File: src/rtl/msi_snoop_ctrl.sv
module msi_snoop_ctrl #(
  parameter int LINES  = 8,
  parameter int ADDR_W = 8,
  parameter int DATA_W = 32
) (
  input  logic              clk,
  input  logic              rst_n,
  input  logic              cpu_req,
  input  logic              cpu_we,
  input  logic [ADDR_W-1:0] cpu_addr,
  input  logic [DATA_W-1:0] cpu_wdata,
  output logic              cpu_ready,
  output logic [DATA_W-1:0] cpu_rdata,
  output logic              bus_req,
  output logic [1:0]        bus_cmd,
  output logic [ADDR_W-1:0] bus_addr,
  output logic [DATA_W-1:0] bus_wdata,
  input  logic              bus_gnt,
  input  logic              bus_done,
  input  logic [DATA_W-1:0] bus_rdata,
  input  logic              snp_valid,
  input  logic [1:0]        snp_cmd,
  input  logic [ADDR_W-1:0] snp_addr,
  output logic              snp_wb,
  output logic [DATA_W-1:0] snp_data
);
  localparam int IDX_W = $clog2(LINES);
  localparam int TAG_W = ADDR_W - IDX_W;
  localparam logic [1:0] ST_I = 2'd0, ST_S = 2'd1, ST_M = 2'd2;
  localparam logic [1:0] CMD_RD = 2'd1, CMD_WR = 2'd2, CMD_WB = 2'd3;

  typedef enum logic [1:0] {P_IDLE, P_WB, P_MISS} pst_t;
  pst_t pst;

  logic [LINES-1:0][1:0] line_st;
  logic [TAG_W-1:0]      line_tag [LINES];
  logic [DATA_W-1:0]     line_dat [LINES];

  logic [IDX_W-1:0] cpu_idx, snp_idx;
  logic [TAG_W-1:0] cpu_tag, snp_tag;
  logic [1:0]       cur_st, snp_st;
  logic tag_eq, present, rd_hit, wr_hit, serve, victim_dirty, fill_done, snp_hit;

  assign cpu_idx = cpu_addr[IDX_W-1:0];
  assign cpu_tag = cpu_addr[ADDR_W-1:IDX_W];
  assign cur_st  = line_st[cpu_idx];
  assign tag_eq  = line_tag[cpu_idx] == cpu_tag;
  assign present = (cur_st != ST_I) && tag_eq;
  assign rd_hit  = !cpu_we && present;
  assign wr_hit  = cpu_we && present && (cur_st == ST_M);
  assign serve   = cpu_req && !snp_valid && (pst == P_IDLE);
  assign victim_dirty = (cur_st == ST_M) && !tag_eq;
  assign fill_done    = (pst == P_MISS) && bus_gnt && bus_done;

  assign cpu_ready = (serve && (rd_hit || wr_hit)) || fill_done;
  assign cpu_rdata = fill_done ? bus_rdata : line_dat[cpu_idx];

  assign bus_req   = ((pst == P_WB) && victim_dirty) || (pst == P_MISS);
  assign bus_cmd   = (pst == P_WB) ? CMD_WB : (cpu_we ? CMD_WR : CMD_RD);
  assign bus_addr  = (pst == P_WB) ? {line_tag[cpu_idx], cpu_idx} : cpu_addr;
  assign bus_wdata = line_dat[cpu_idx];

  assign snp_idx  = snp_addr[IDX_W-1:0];
  assign snp_tag  = snp_addr[ADDR_W-1:IDX_W];
  assign snp_st   = line_st[snp_idx];
  assign snp_hit  = snp_valid && (snp_st != ST_I) && (line_tag[snp_idx] == snp_tag);
  assign snp_wb   = snp_hit && (snp_st == ST_M) && (snp_cmd == CMD_RD || snp_cmd == CMD_WR);
  assign snp_data = line_dat[snp_idx];

  always_ff @(posedge clk) begin
    if (!rst_n) begin
      pst <= P_IDLE;
    end else begin
      case (pst)
        P_IDLE: if (serve && !(rd_hit || wr_hit)) pst <= victim_dirty ? P_WB : P_MISS;
        P_WB:   if (!victim_dirty || (bus_gnt && bus_done)) pst <= P_MISS;
        P_MISS: if (fill_done) pst <= P_IDLE;
        default: pst <= P_IDLE;
      endcase
    end
  end

  always_ff @(posedge clk) begin
    if (!rst_n) begin
      line_st <= '0;
    end else begin
      if (fill_done) line_st[cpu_idx] <= cpu_we ? ST_M : ST_S;
      if (snp_hit && snp_cmd == CMD_RD && snp_st == ST_M) line_st[snp_idx] <= ST_S;
      if (snp_hit && snp_cmd == CMD_WR) line_st[snp_idx] <= ST_I;
    end
  end

  always_ff @(posedge clk) begin
    if (serve && wr_hit) line_dat[cpu_idx] <= cpu_wdata;
    if (fill_done) begin
      line_tag[cpu_idx] <= cpu_tag;
      line_dat[cpu_idx] <= cpu_we ? cpu_wdata : bus_rdata;
    end
  end
endmodule

File: config.mk
export PLATFORM = sky130hd
export DESIGN_NAME = msi_snoop_ctrl
export DESIGN_NICKNAME = d
export VERILOG_FILES = /design/src/rtl/msi_snoop_ctrl.sv
export SDC_FILE = /design/constraint.sdc
export NUM_CORES = 1
export LEC_CHECK = 0
export ABC_AREA = 1
export BUFFER_PORTS_ARGS = -buffer_cell sky130_fd_sc_hd__buf_2
export CAP_MARGIN = 20
export CELL_PAD_IN_SITES_DETAIL_PLACEMENT = 1
export CELL_PAD_IN_SITES_GLOBAL_PLACEMENT = 2
export CORE_MARGIN = 3
export CORE_UTILIZATION = 33
export CTS_CLUSTER_SIZE = 12
export DETAILED_ROUTE_END_ITERATION = 10
export GPL_TIMING_DRIVEN = 1
export HOLD_SLACK_MARGIN = 0.08
export PLACE_DENSITY_LB_ADDON = 0.3
export SYNTH_ARGS = -nofsm -noshare
export SYNTH_HDL_FRONTEND = slang
export SYNTH_SLANG_ARGS = --single-unit
File: constraint.sdc
create_clock -name clk -period 3.24 [get_ports clk]
set_clock_uncertainty 0.05 [all_clocks]
set_input_delay 0.324 -clock clk [delete_from_list [all_inputs] [get_ports clk]]
set_output_delay 0.324 -clock clk [all_outputs]
set_load 0.01 [all_outputs]
== After elaboration in Yosys (flattened, before gate mapping) ==
Memories as Yosys holds them, arrays and structs flattened.
Index checks and enable logic that the tools add are counted.

* Magnitude comparators: 4
* Shift-type cells: 0
* Muxes and demuxes: 29
* Reductions and logical operators: 37
* Equality and inequality tests: 11
* Multipliers: 0
* Bitwise logic cells: 6
* Div/mod/pow operators: 0
* $add $sub $neg: 0

{| class="wikitable"
|+ Operators by type and width
! operator !! number
|-
| 2-to-1 mux 32 bit || 3
|-
| 2-to-1 mux 16 bit || 5
|-
| logical AND 1 bit || 23
|-
| 2-to-1 mux 2 bit || 10
|-
| bitwise AND 16 bit || 1
|-
| bitwise mux 16 bit || 1
|-
| NOT 16 bit || 1
|-
| binary-select mux 2 bit (select 3 bit) || 2
|-
| demux 2 bit (select 3 bit) || 2
|-
| == test 5 bit || 2
|-
| bitwise AND 8 bit || 1
|-
| == test 2 bit, second input constant || 4
|-
| less-than comparator 3 x 4 -> 1 bit, second input constant || 2
|-
| 2-to-1 mux 8 bit || 1
|-
| NOT 8 bit || 1
|-
| OR 8 bit || 1
|-
| greater-or-equal comparator 3 x 1 -> 1 bit, second input constant || 2
|-
| case mux 2 bit (3 select lines) || 1
|-
| logical NOT 1 bit || 5
|-
| logical OR 1 bit || 5
|-
| == test 2 x 1 -> 1 bit, second input constant || 2
|-
| 2-to-1 mux 1 bit || 4
|-
| inequality test 2 x 1 -> 1 bit, second input constant || 2
|-
| nonzero test 2 bit || 2
|-
| 4 further kinds || 4
|}

* Bits of input ports: 89
* Memories kept: 2
* RAM bits: 296
* Output and inout port bits: 109
* Bits in read-only memories: 0
* Register bits after elaboration: 18
* Bits in latches: 0

{| class="wikitable"
|+ Memory list
! name !! depth !! width !! read ports !! clocked after Yosys merged registers in !! write ports !! line !! source
|-
| line_dat || 8 || 32 || 2 || 0 || 1 || 37 || <nowiki>logic [DATA_W-1:0] line_dat [LINES];</nowiki>
|-
| line_tag || 8 || 5 || 2 || 0 || 1 || 36 || <nowiki>logic [TAG_W-1:0] line_tag [LINES];</nowiki>
|}

== Logic depth before layout (Yosys ltp) ==
Gate-level depths: netlist of the first run.

* Word-level depth: 12
* Gate-level depth with buffers: 19
* Gate-level depth less buffers: 18

== Least setup slack after synthesis of the first run ==
No wires, ideal clock.

* Path kind: input port to flip-flop
* From: in cpu_addr[0]
* To: mem line_dat[0][0], enable pin
* Setup time: 0.421 ns
* Required time: 2.769 ns
* Arrival: 2.899 ns
* Buffers on the path: 1
* Stages: 12
* Setup slack: -0.130 ns
* Path through: inv_1 -> buf_2 -> nand2_1 -> nand3_1 -> nand2_1 -> o21ai_0 -> nand2_1 -> nor2_1 -> nand3_1 -> o21ai_0 -> inv_1 -> nor2_1

* Word-level cells in the longest chain between the ends: 10

{| class="wikitable"
|+ Ends and longest elaborated chain
! element !! line !! source
|-
| start: declaration || 10 || <nowiki>input logic [ADDR_W-1:0] cpu_addr,</nowiki>
|-
| parallel branches: the longest is 10 deep, another holds memory (8 x 5 bit) || -- ||
|-
| end: declaration || 37 ||
|}

Parallel ways; which one is timed is not known. The select of a mux whose other input is x is not followed.

== Worst setup path in the final report of the first run ==
* From: in snp_addr[1]
* To: out snp_wb

* Word-level cells in the longest chain between the ends: 7

{| class="wikitable"
|+ Ends and longest elaborated chain
! element !! line !! source
|-
| start: declaration || 23 || <nowiki>input logic [ADDR_W-1:0] snp_addr,</nowiki>
|-
| parallel branches: the longest is 5 deep, another holds memory (8 x 5 bit) || -- ||
|-
| logical AND 1 bit (*) (2 in series) || 67 || <nowiki>assign snp_wb = snp_hit && (snp_st == ST_M) && (snp_cmd == CMD_RD || snp_cmd == CMD_WR);</nowiki>
|-
| end: declaration || 24 || <nowiki>output logic snp_wb,</nowiki>
|}

Mark *: on every way between the ends. The select of a mux whose other input is x is not followed.

==> results.toml, run 1 <==
[run_status]
status = "completed"

[drt]
drt_first_pass_iters = 7
viasPerCell = 5.50
drc = 0
wl_per_cell_um = 24.5
via_count = 13097
ant_nets = 0
drt_wl_total_mm = 58.2
first_iter_violations = 1180

[timing]
rsz0062_at_grt = "false"
finalMaxSlewViolations = 0
slew_headroom = 0.283
period_needed_ns = 2.94
fin_hold_ws_ns = 0.109
hold_viol_final = 0
min_period_over_period = 0.907
setup_viol_count_final = 0
tightest_slew_ns = 1.06
fin_setup_tns_ns = 0
clock.fmax_mhz = 340

[cts]
clk_path_buf_depth = 3
cts_tree = "yes"
root_buffer = "clkbuf_16"
clkSinkCount = 314
clock_latency_ns = 0.54
h-tree-depth = 2
numCtsBuffers = 37
clk_pin_slew_ns = 0.06
postCtsSetupBuffers = 0

[die]
core_area_mm2 = 0.0455
die-area_mm2 = 0.0488
ios = 198
die_w_um = 221
initial_utilization = 0.335
die_h_um = 221
rows = 78

[setup_path]
critical_path_class = "input port to primary output"
worstPathArrival_ns = 2.57
critPathSlowestCell = "buf_2"
cp_max_fo = 13
path_buf_inv = 4
rr_startpoint = "line_tag[4][4]"
critPathRequiredTime_ns = 2.87
rr_worst_depth = 13
path_cells = "buf_2, inv_4, nand3_2, inv_2, nand2_1, o21ai_1, nor2_1, a21oi_1, nor2_1, nand3_2, nor4_1, buf_2"
worst_path_dominant_cell_family = "simple AND/OR/NAND/NOR gates"
rrSetupSlack_ns = 0.52
max_stage_delay_ns = 0.37
start_kind = "input port"
crit_path_end_kind = "primary output"
worstReg2RegEnd = "line_dat[0][27]"

[final_layout]
mostFrequentLayoutCell = "nand2_1"
area_growth_pct = 22.2
insertedDiodeCount = 0
fin_cells = 2381
nNetsFinal = 1848
final_core_util = 0.410
finalInstanceArea_mm2 = 0.0186
drive_gt1_frac = 0.205
final_cell_mix = "nand2_1, edfxtp_1, buf_2"

[power_and_ir_drop]
p_switching_mw = 2.69
combPwrFrac = 0.142
seqPwrFrac = 0.451
p_per_area_mw_per_mm2 = 546
p_leak_nw = 7.37
internal-power_mw = 7.49
clkPwrFrac = 0.406
peakVddDrop_v = 0.000280
switching_share = 0.264

[synth]
async_flop_share = 0
synth_cell_types = 39
ys_ff_latch = 314
synth_nets = 1614
yosysSeqAreaShare = 0.607
synth_edf_count = 296
synthFlopType = "edfxtp_1"
synth_warnings = 0
syn_area_per_cell_um2 = 10.0
synthesis.instances = 1523
syn_area_mm2 = 0.0152

[global_route]
grt_max_degree = 76
antenna_found_initial = 0
grt_pass1_vias = 13731
grt_pass1_wl_mm = 86.8
track_usage = 0.232
grt_remaining_overflow = 0

[worst_hold_path]
min_from = "cpu_addr[7]"
min_path_type = "input port to register"
whs_path_depth = 1
min_to = "line_tag[3][4]"

[placement]
portBuffers = 197
place_area_mm2 = 0.0174
dp.cells = 2313
place_congestion = 0.847
place_hpwl_mm = 38.1

[job]
max_cap_violations = 0
## cells in the mapped netlist (8+ instances only)
| cell type | n | share of area |
|---|---|---|
| nand2_1 | 400 | 0.098 |
| edfxtp_1 | 296 | 0.58 |
| inv_1 | 175 | 0.043 |
| o21ai_0 | 124 | 0.041 |
| a22oi_1 | 68 | 0.033 |
| a221oi_1 | 63 | 0.036 |
| clkbuf_1 | 61 | 0.015 |
| nor2_1 | 61 | 0.015 |
| o22ai_1 | 41 | 0.017 |
| nand3_1 | 40 | 0.013 |
| nand4_1 | 34 | 0.014 |
| o2111ai_1 | 28 | 0.016 |
| a21oi_1 | 21 | 0.0069 |
| dfxtp_1 | 18 | 0.024 |
| o2bb2ai_1 | 10 | 0.0057 |
| inv_2 | 9 | 0.0022 |
| nand3_2 | 8 | 0.0053 |
## what timing repair did
item / 4_1_cts / 5_1_grt
endpoints found under the setup margin: 0 / 1
hold endpoints to repair: 24 / 0
hold buffers: 3 / 0
resized for setup: 0 / 2
## layer usage
layer  vias to the layer above  global-route usage  routed length [um]
met5                         -                   0                   0
met4                         0              0.0688                1660
met3                        95              0.0314                3730
met2                       515               0.409               28800
met1                      6566               0.298               24100
li1                       5921                   -                   -
## stage by stage
| stage | power (mW) | setup WS, ns |
|---|---|---|
| 2_1_floorplan | 5.44 | -0.130 |
| 3_3_place_gp | 6.11 | 0.126 |
| 3_5_place_dp | 6.13 | 0.118 |
| 4_1_cts | 10.3 | 0.150 |
| 5_1_grt | 10.6 | 0.143 |
| 6_report | 10.2 | 0.300 |
## cell type report
class                   instances  area [um2]
clock inverters                19         216
well taps                     600         751
flip-flops and latches        314        9250
multi-input cells             935        4950
inverters                     191         724
clock buffers                  44         973
repair buffers                278        1770
fillers                      5181       26800
## state kept, by name, summed over array words and instances, names as in the netlist
| name | flops |
|---|---|
| line_st | 16 |
| line_tag | 40 |
| line_dat | 256 |
| pst | 2 |
## cells by family (layout without fill, tap and decap cells)
family                     after synthesis  in the layout  synth area share
and+or+nand+nor                        560            560             0.153
AOI/OAI and AO/OA                      371            371             0.164
DFF                                    314            314             0.607
buffers and inverters                  274            532            0.0731
adders and majority gates                2              2           0.00164
xor gates and xnor gates                 2              2           0.00115
## worst max-delay path by stage
stage | start | end | slack (ns) | cells after the start
final | snp_addr[1] | snp_wb | 0.30 | 12
after global routing | snp_addr[1] | snp_wb | 0.14 | 11
after CTS | snp_addr[1] | snp_wb | 0.15 | 11
after detailed placement | snp_addr[1] | line_st[1] | 0.12 | 14
after global placement | snp_addr[1] | line_st[5] | 0.13 | 14
after floorplan | cpu_addr[0] | line_dat[0][0] | -0.13 | 12
## power by group through the flow
stage | sequential (mW) | combinational (mW) | clock, mW
floorplan | 4.66 | 0.780 | 0
global placement | 4.68 | 1.43 | 0
detailed placement | 4.68 | 1.46 | 0
CTS | 4.59 | 1.46 | 4.19
global route | 4.60 | 1.60 | 4.36
finish | 4.59 | 1.45 | 4.14
Power figures use the tool's default switching activity.
==> inputs of run 2 (changes only) <==
Settings changed: ABC_AREA 1 to not set, BUFFER_PORTS_ARGS -buffer_cell sky130_fd_sc_hd__buf_2 to not set, CORE_UTILIZATION 33 to 36, DONT_BUFFER_PORTS set to 1, TNS_END_PERCENT set to 30.
==> run 2 against run 1 <==
Effect of this change:
- cell area is 2.6% lower
- combinational power is 41% lower
- sequential share of layout area rose by 1.3 points
- clock power fell by 4%
- worst hold slack got worse by 0.024 ns
- utilization increased by 2.9 points
- first-iteration DRC count fell by 29%
- total power down 8.8%
- largest power group unchanged
- critical path depth is 4 lower
- clock-buffer cell count grew 2
==> results.toml, run 2 <==
[synth]
synth_commonest_cells = "edfxtp_1, a22oi_1, mux2_2, mux2i_1, nand2_1"
syn_area_per_cell_um2 = 13.5
synth_top_area_cell = "edfxtp_1"
async_flop_share = 0
synthesis.instances = 1127
yosys.cell_count.top_type = "edfxtp_1"
yosysSeqAreaShare = 0.606
synth_edf_count = 296
synth_warnings = 0
ys_ff_latch = 314
synth_nets = 1218
synthFlopType = "edfxtp_1"
syn_area_mm2 = 0.0153
synth_cell_types = 59
synth_top_area_frac = 0.583
synthTopCellsByArea = "edfxtp_1, a22oi_1, mux2_2, mux2i_1, mux4_2"

[drt]
wl_per_cell_um = 29.7
ant_nets = 0
via_count = 11020
drc = 0
drt_first_pass_iters = 5
drt_wl_total_mm = 52.8
first_iter_violations = 842
viasPerCell = 6.19

[final_layout]
fin_cells = 1779
final_cell_mix = "edfxtp_1, a22oi_1, mux2_2"
drive_gt1_frac = 0.222
largest_reg_flops = 256
area_growth_pct = 19.0
nFillCells = 4146
mostFrequentLayoutCell = "edfxtp_1"
top_register = "line_dat"
reg_top3 = "line_dat x256, line_tag x40, line_st x16"
insertedDiodeCount = 0
nNetsFinal = 1316

[timing]
period_needed_ns = 3.17
finalMaxSlewViolations = 0
hold_viol_final = 0
rsz0062_at_grt = "true"
setup_ws_ns = 0.0749
tightest_slew_ns = 1.09
setup_viol_count_final = 0
slew_headroom = 0.267
min_period_over_period = 0.977
clock.fmax_mhz = 316

[cts]
root_buffer = "clkbuf_16"
cts_tree = "yes"
clk_path_buf_depth = 3
clkSinkCount = 314
h-tree-depth = 2
numCtsBuffers = 37
clk_pin_slew_ns = 0.06
clock_latency_ns = 0.55

[die]
die_w_um = 212
die-area_mm2 = 0.0449
initial_utilization = 0.369
core_area_mm2 = 0.0414
ios = 198
die_h_um = 212
rows = 74

[setup_path]
start_kind = "register"
worstPathArrival_ns = 2.79
rr_startpoint = "line_tag[2][1]"
cp_max_fo = 4
cp-startpoint = "line_tag[2][1]"
max_stage_delay_ns = 0.49
rr_worst_depth = 8
path_cells = "mux4_2, mux2i_2, xor2_1, nand2_1, nor4_4, buf_4, nor2_2, a21o_1"
critical_path_class = "register to primary output"
crit_path_end_kind = "primary output"
critPathRequiredTime_ns = 2.87
critPathSlowestCell = "mux4_2"

[power_and_ir_drop]
p_leak_nw = 5.91
peakVddDrop_v = 0.000443
p_per_area_mw_per_mm2 = 511
p_total_mw = 9.28

[placement]
portBuffers = 0
place_congestion = 0.791
dp.cells = 1645
dp_slack_ns = 0.204
place_hpwl_mm = 32.0

[global_route]
grt_max_degree = 95
antenna_found_initial = 0
grt_pass1_vias = 11508
grt_pass1_wl_mm = 77.2
track_usage = 0.231
grt_remaining_overflow = 0

[run_status]
status = "completed"

[worst_hold_path]
min_path_type = "input port to register"
whs_path_depth = 1
min_from = "bus_rdata[4]"

[job]
max_cap_violations = 0
-- run 2: worst max-delay path: cells and delay by family (launching register included) --
family	cells	cell delay, ns
compound gates	1	0.20
xor+xnor	1	0.17
buf+inv	1	0.21
flops	1	0.40
mux	2	0.73
simple gates	3	0.54
-- run 2: logic make-up (layout without fill, tap and decap cells) --
logic type | after synthesis | count (layout) | share of synthesized area
AO/OA/AOI/OAI | 326 | 326 | 0.153
XOR/XNOR | 10 | 10 | 0.00574
adder cells (fa/ha/maj) | 2 | 2 | 0.00164
buffers and inverters | 101 | 221 | 0.0312
flip-flops | 314 | 314 | 0.606
multiplexers | 173 | 173 | 0.136
AND/OR/NAND/NOR | 201 | 201 | 0.0656
-- run 2: timing repair --
action                                 CTS  global route
endpoints found under the hold margin  256             0
hold buffers                            67             0
resized for setup                        0             4
setup endpoints to repair                0            97
buffers inserted                         0             5
-- run 2: per-stage QoR --
| stage | TNS [ns] | util | area (um2) | hold slack [ns] |
|---|---|---|---|---|
| after global placement | 0 | 0.394 | 16300 | 0.374 |
| final | 0 | 0.439 | 18200 | 0.0858 |
| after detailed placement | 0 | 0.394 | 16300 | 0.374 |
| after floorplan | -164.12 | - | 15300 | 0.373 |
| after CTS | 0 | 0.437 | 18100 | 0.0812 |
| after global routing | -0.314 | 0.439 | 18200 | 0.0840 |
-- run 2: path summary, 6_finish.rpt --
kind	endpoint	slack (ns)
max	bus_req	0.07
min	line_dat[5][4]	0.09
max reg2reg	line_dat[3][17]	0.09
min reg2reg	line_st[7]	0.53
-- run 2: cell type report --
cell class / instances / area (um2) / share of cell area
Timing Repair Buffer: 150 / 1390 / 0.0768
Clock inverter: 15 / 129 / 0.00710
Sequential cell: 314 / 9250 / 0.509
Clock buffer: 46 / 991 / 0.0546
Multi-Input combinational cell: 712 / 5690 / 0.314
Tap cell: 532 / 666 / 0.0367
Inverter: 10 / 37.5 / 0.00207
-- run 2: power breakdown --
| group | switching [mW] | total, mW | leakage (nW) | internal (mW) |
|---|---|---|---|---|
| registers | 0.00674 | 4.46 | 2.81 | 4.45 |
| clock network | 1.70 | 3.96 | 0.542 | 2.25 |
| logic | 0.518 | 0.862 | 2.56 | 0.344 |
-- run 2: layer usage --
| metal | share of wire | up-vias | wire length [um] | track usage |
|---|---|---|---|---|
| li1 | - | 4773 | - | - |
| met1 | 0.43 | 5764 | 22400 | 0.306 |
| met2 | 0.49 | 410 | 25800 | 0.388 |
| met3 | 0.066 | 73 | 3480 | 0.0488 |
| met4 | 0.021 | 0 | 1090 | 0.0605 |
| met5 | 0 | - | 0 | 0 |
==> inputs of run 3 (changes only) <==
Settings changed: ABC_AREA set to 1.
==> run 3 against run 2 <==
Effect of this change:
- cell area is 2.4% lower
- worst setup slack improved by 0.12 ns
- total power grew 6.9%
- critical path type is now input port to primary output
==> results.toml, run 3 (synthesis gave the netlist of run 1 again) <==
[cts]
h-tree-depth = 2
clk_pin_slew_ns = 0.06
clock_latency_ns = 0.54
cts_tree = "yes"
clk_path_buf_depth = 3
numCtsBuffers = 37
clkSinkCount = 314
cts_resized = 0
root_buffer = "clkbuf_16"

[run_status]
status = "completed"

[final_layout]
multi_input_area_mm2 = 0.00495
nFillCells = 4562
area_growth_pct = 16.3
largest_reg_flops = 256
final_cell_mix = "nand2_1, edfxtp_1, inv_1"
regArea_mm2 = 0.00925
insertedDiodeCount = 0
drive_gt1_frac = 0.119
reg_top3 = "line_dat x256, line_tag x40, line_st x16"
top_register = "line_dat"
mostFrequentLayoutCell = "nand2_1"
nNetsFinal = 1676

[die]
die_h_um = 212
initial_utilization = 0.369
ios = 198
die_w_um = 212
rows = 74
core_area_mm2 = 0.0413
die-area_mm2 = 0.0448

[setup_path]
crit_path_end_kind = "primary output"
start_kind = "input port"
worstPathArrival_ns = 2.67
critPathRequiredTime_ns = 2.87
cp_max_fo = 42
critical_path_class = "input port to primary output"

[placement]
portBuffers = 0
place_congestion = 0.824
place_hpwl_mm = 36.8
dp_slack_ns = 0.0334

[timing]
clock.fmax_mhz = 329
slew_headroom = 0.292
min_period_over_period = 0.939
fin_setup_tns_ns = 0
setup_viol_count_final = 0
finalMaxSlewViolations = 0
hold_viol_final = 0
rsz0062_at_grt = "false"
tightest_slew_ns = 1.05
setup_ws_ns = 0.197
period_needed_ns = 3.04

[drt]
drt_wl_total_mm = 55.9
viasPerCell = 5.81
first_iter_violations = 942
drt_first_pass_iters = 5
wl_per_cell_um = 26.1
drc = 0
ant_nets = 0
via_count = 12452

[worst_hold_path]
min_path_type = "input port to register"

[global_route]
grt_remaining_overflow = 0
grt_pass1_wl_mm = 82.8
antenna_found_initial = 0
grt_pass1_vias = 13198
grt_max_degree = 51
track_usage = 0.247

[power_and_ir_drop]
peakVddDrop_v = 0.000284
p_leak_nw = 6.68
p_per_area_mw_per_mm2 = 560

[job]
max_cap_violations = 0
-- run 3: cell count changes in the layout (fill, tap and decap cells not counted), sizes merged, moves of 16 or more --
cell | previous run | this run
nand2 | 59 | 400
dlygate4sd3 | 67 | 7
buf | 83 | 99
a22oi | 154 | 68
o21ai | 45 | 127
mux2 | 96 | 0
a21oi | 47 | 21
a221oi | 30 | 63
nand3 | 11 | 48
o2111ai | 0 | 28
inv | 9 | 188
o22ai | 1 | 41
mux4 | 18 | 0
mux2i | 59 | 0
-- run 3: cell type report --
type	count	area share
repair buffers	106	0.0544
flip-flops and latches	314	0.522
well taps	532	0.0376
clock inverters	20	0.0113
clock buffers	45	0.0551
multi-input cells	935	0.279
inverters	191	0.0407
-- run 3: worst max-delay path, stage by stage --
cell	delay (ns)
inv_1	0.45
nor2_1	0.39
inv_1	0.16
buf_4	0.33
o22ai_1	0.12
a221oi_1	0.26
o2111ai_1	0.30
nand2_1	0.13
o21ai_0	0.19
-- run 3: per-stage QoR --
stage | area, um2 | power [mW] | util | hold slack, ns | std cells
after detailed placement | 16500 | 5.92 | 0.399 | 0.374 | 2071
after global routing | 17700 | 10.3 | 0.429 | 0.0963 | 2143
after floorplan | 15200 | 5.44 | - | 0.373 | 1523
final | 17700 | 9.92 | 0.429 | 0.0983 | 2143
after global placement | 16500 | 5.90 | 0.399 | 0.374 | 2071
after CTS | 17700 | 10.0 | 0.429 | 0.0817 | 2143
-- run 3: per-layer routing --
layer,track usage,routed length (um)
met1,0.315,22900
met2,0.437,27700
met3,0.0370,3530
met4,0.0762,1660
met5,0,0
-- run 3: power by group --
part           internal, mW  switching (mW)
clock                  2.40            1.67
sequential             4.56          0.0353
combinational         0.348           0.903
-- run 3: repair_timing --
item / CTS / global route
buffers inserted: 0 / 0
endpoints found under the hold margin: 58 / 0
hold buffers: 7 / 0
-- run 3: path summary, 6_finish.rpt --
path                                startpoint             end  slack [ns]  cells past startpoint
worst min register to register          pst[0]          pst[0]        0.51                      4
worst max register to register  line_tag[4][4]  line_dat[2][1]        0.37                     13
worst max-delay path               cpu_addr[0]    cpu_rdata[6]        0.20                      9
worst min-delay path                    cpu_we     line_st[12]         0.1                      5
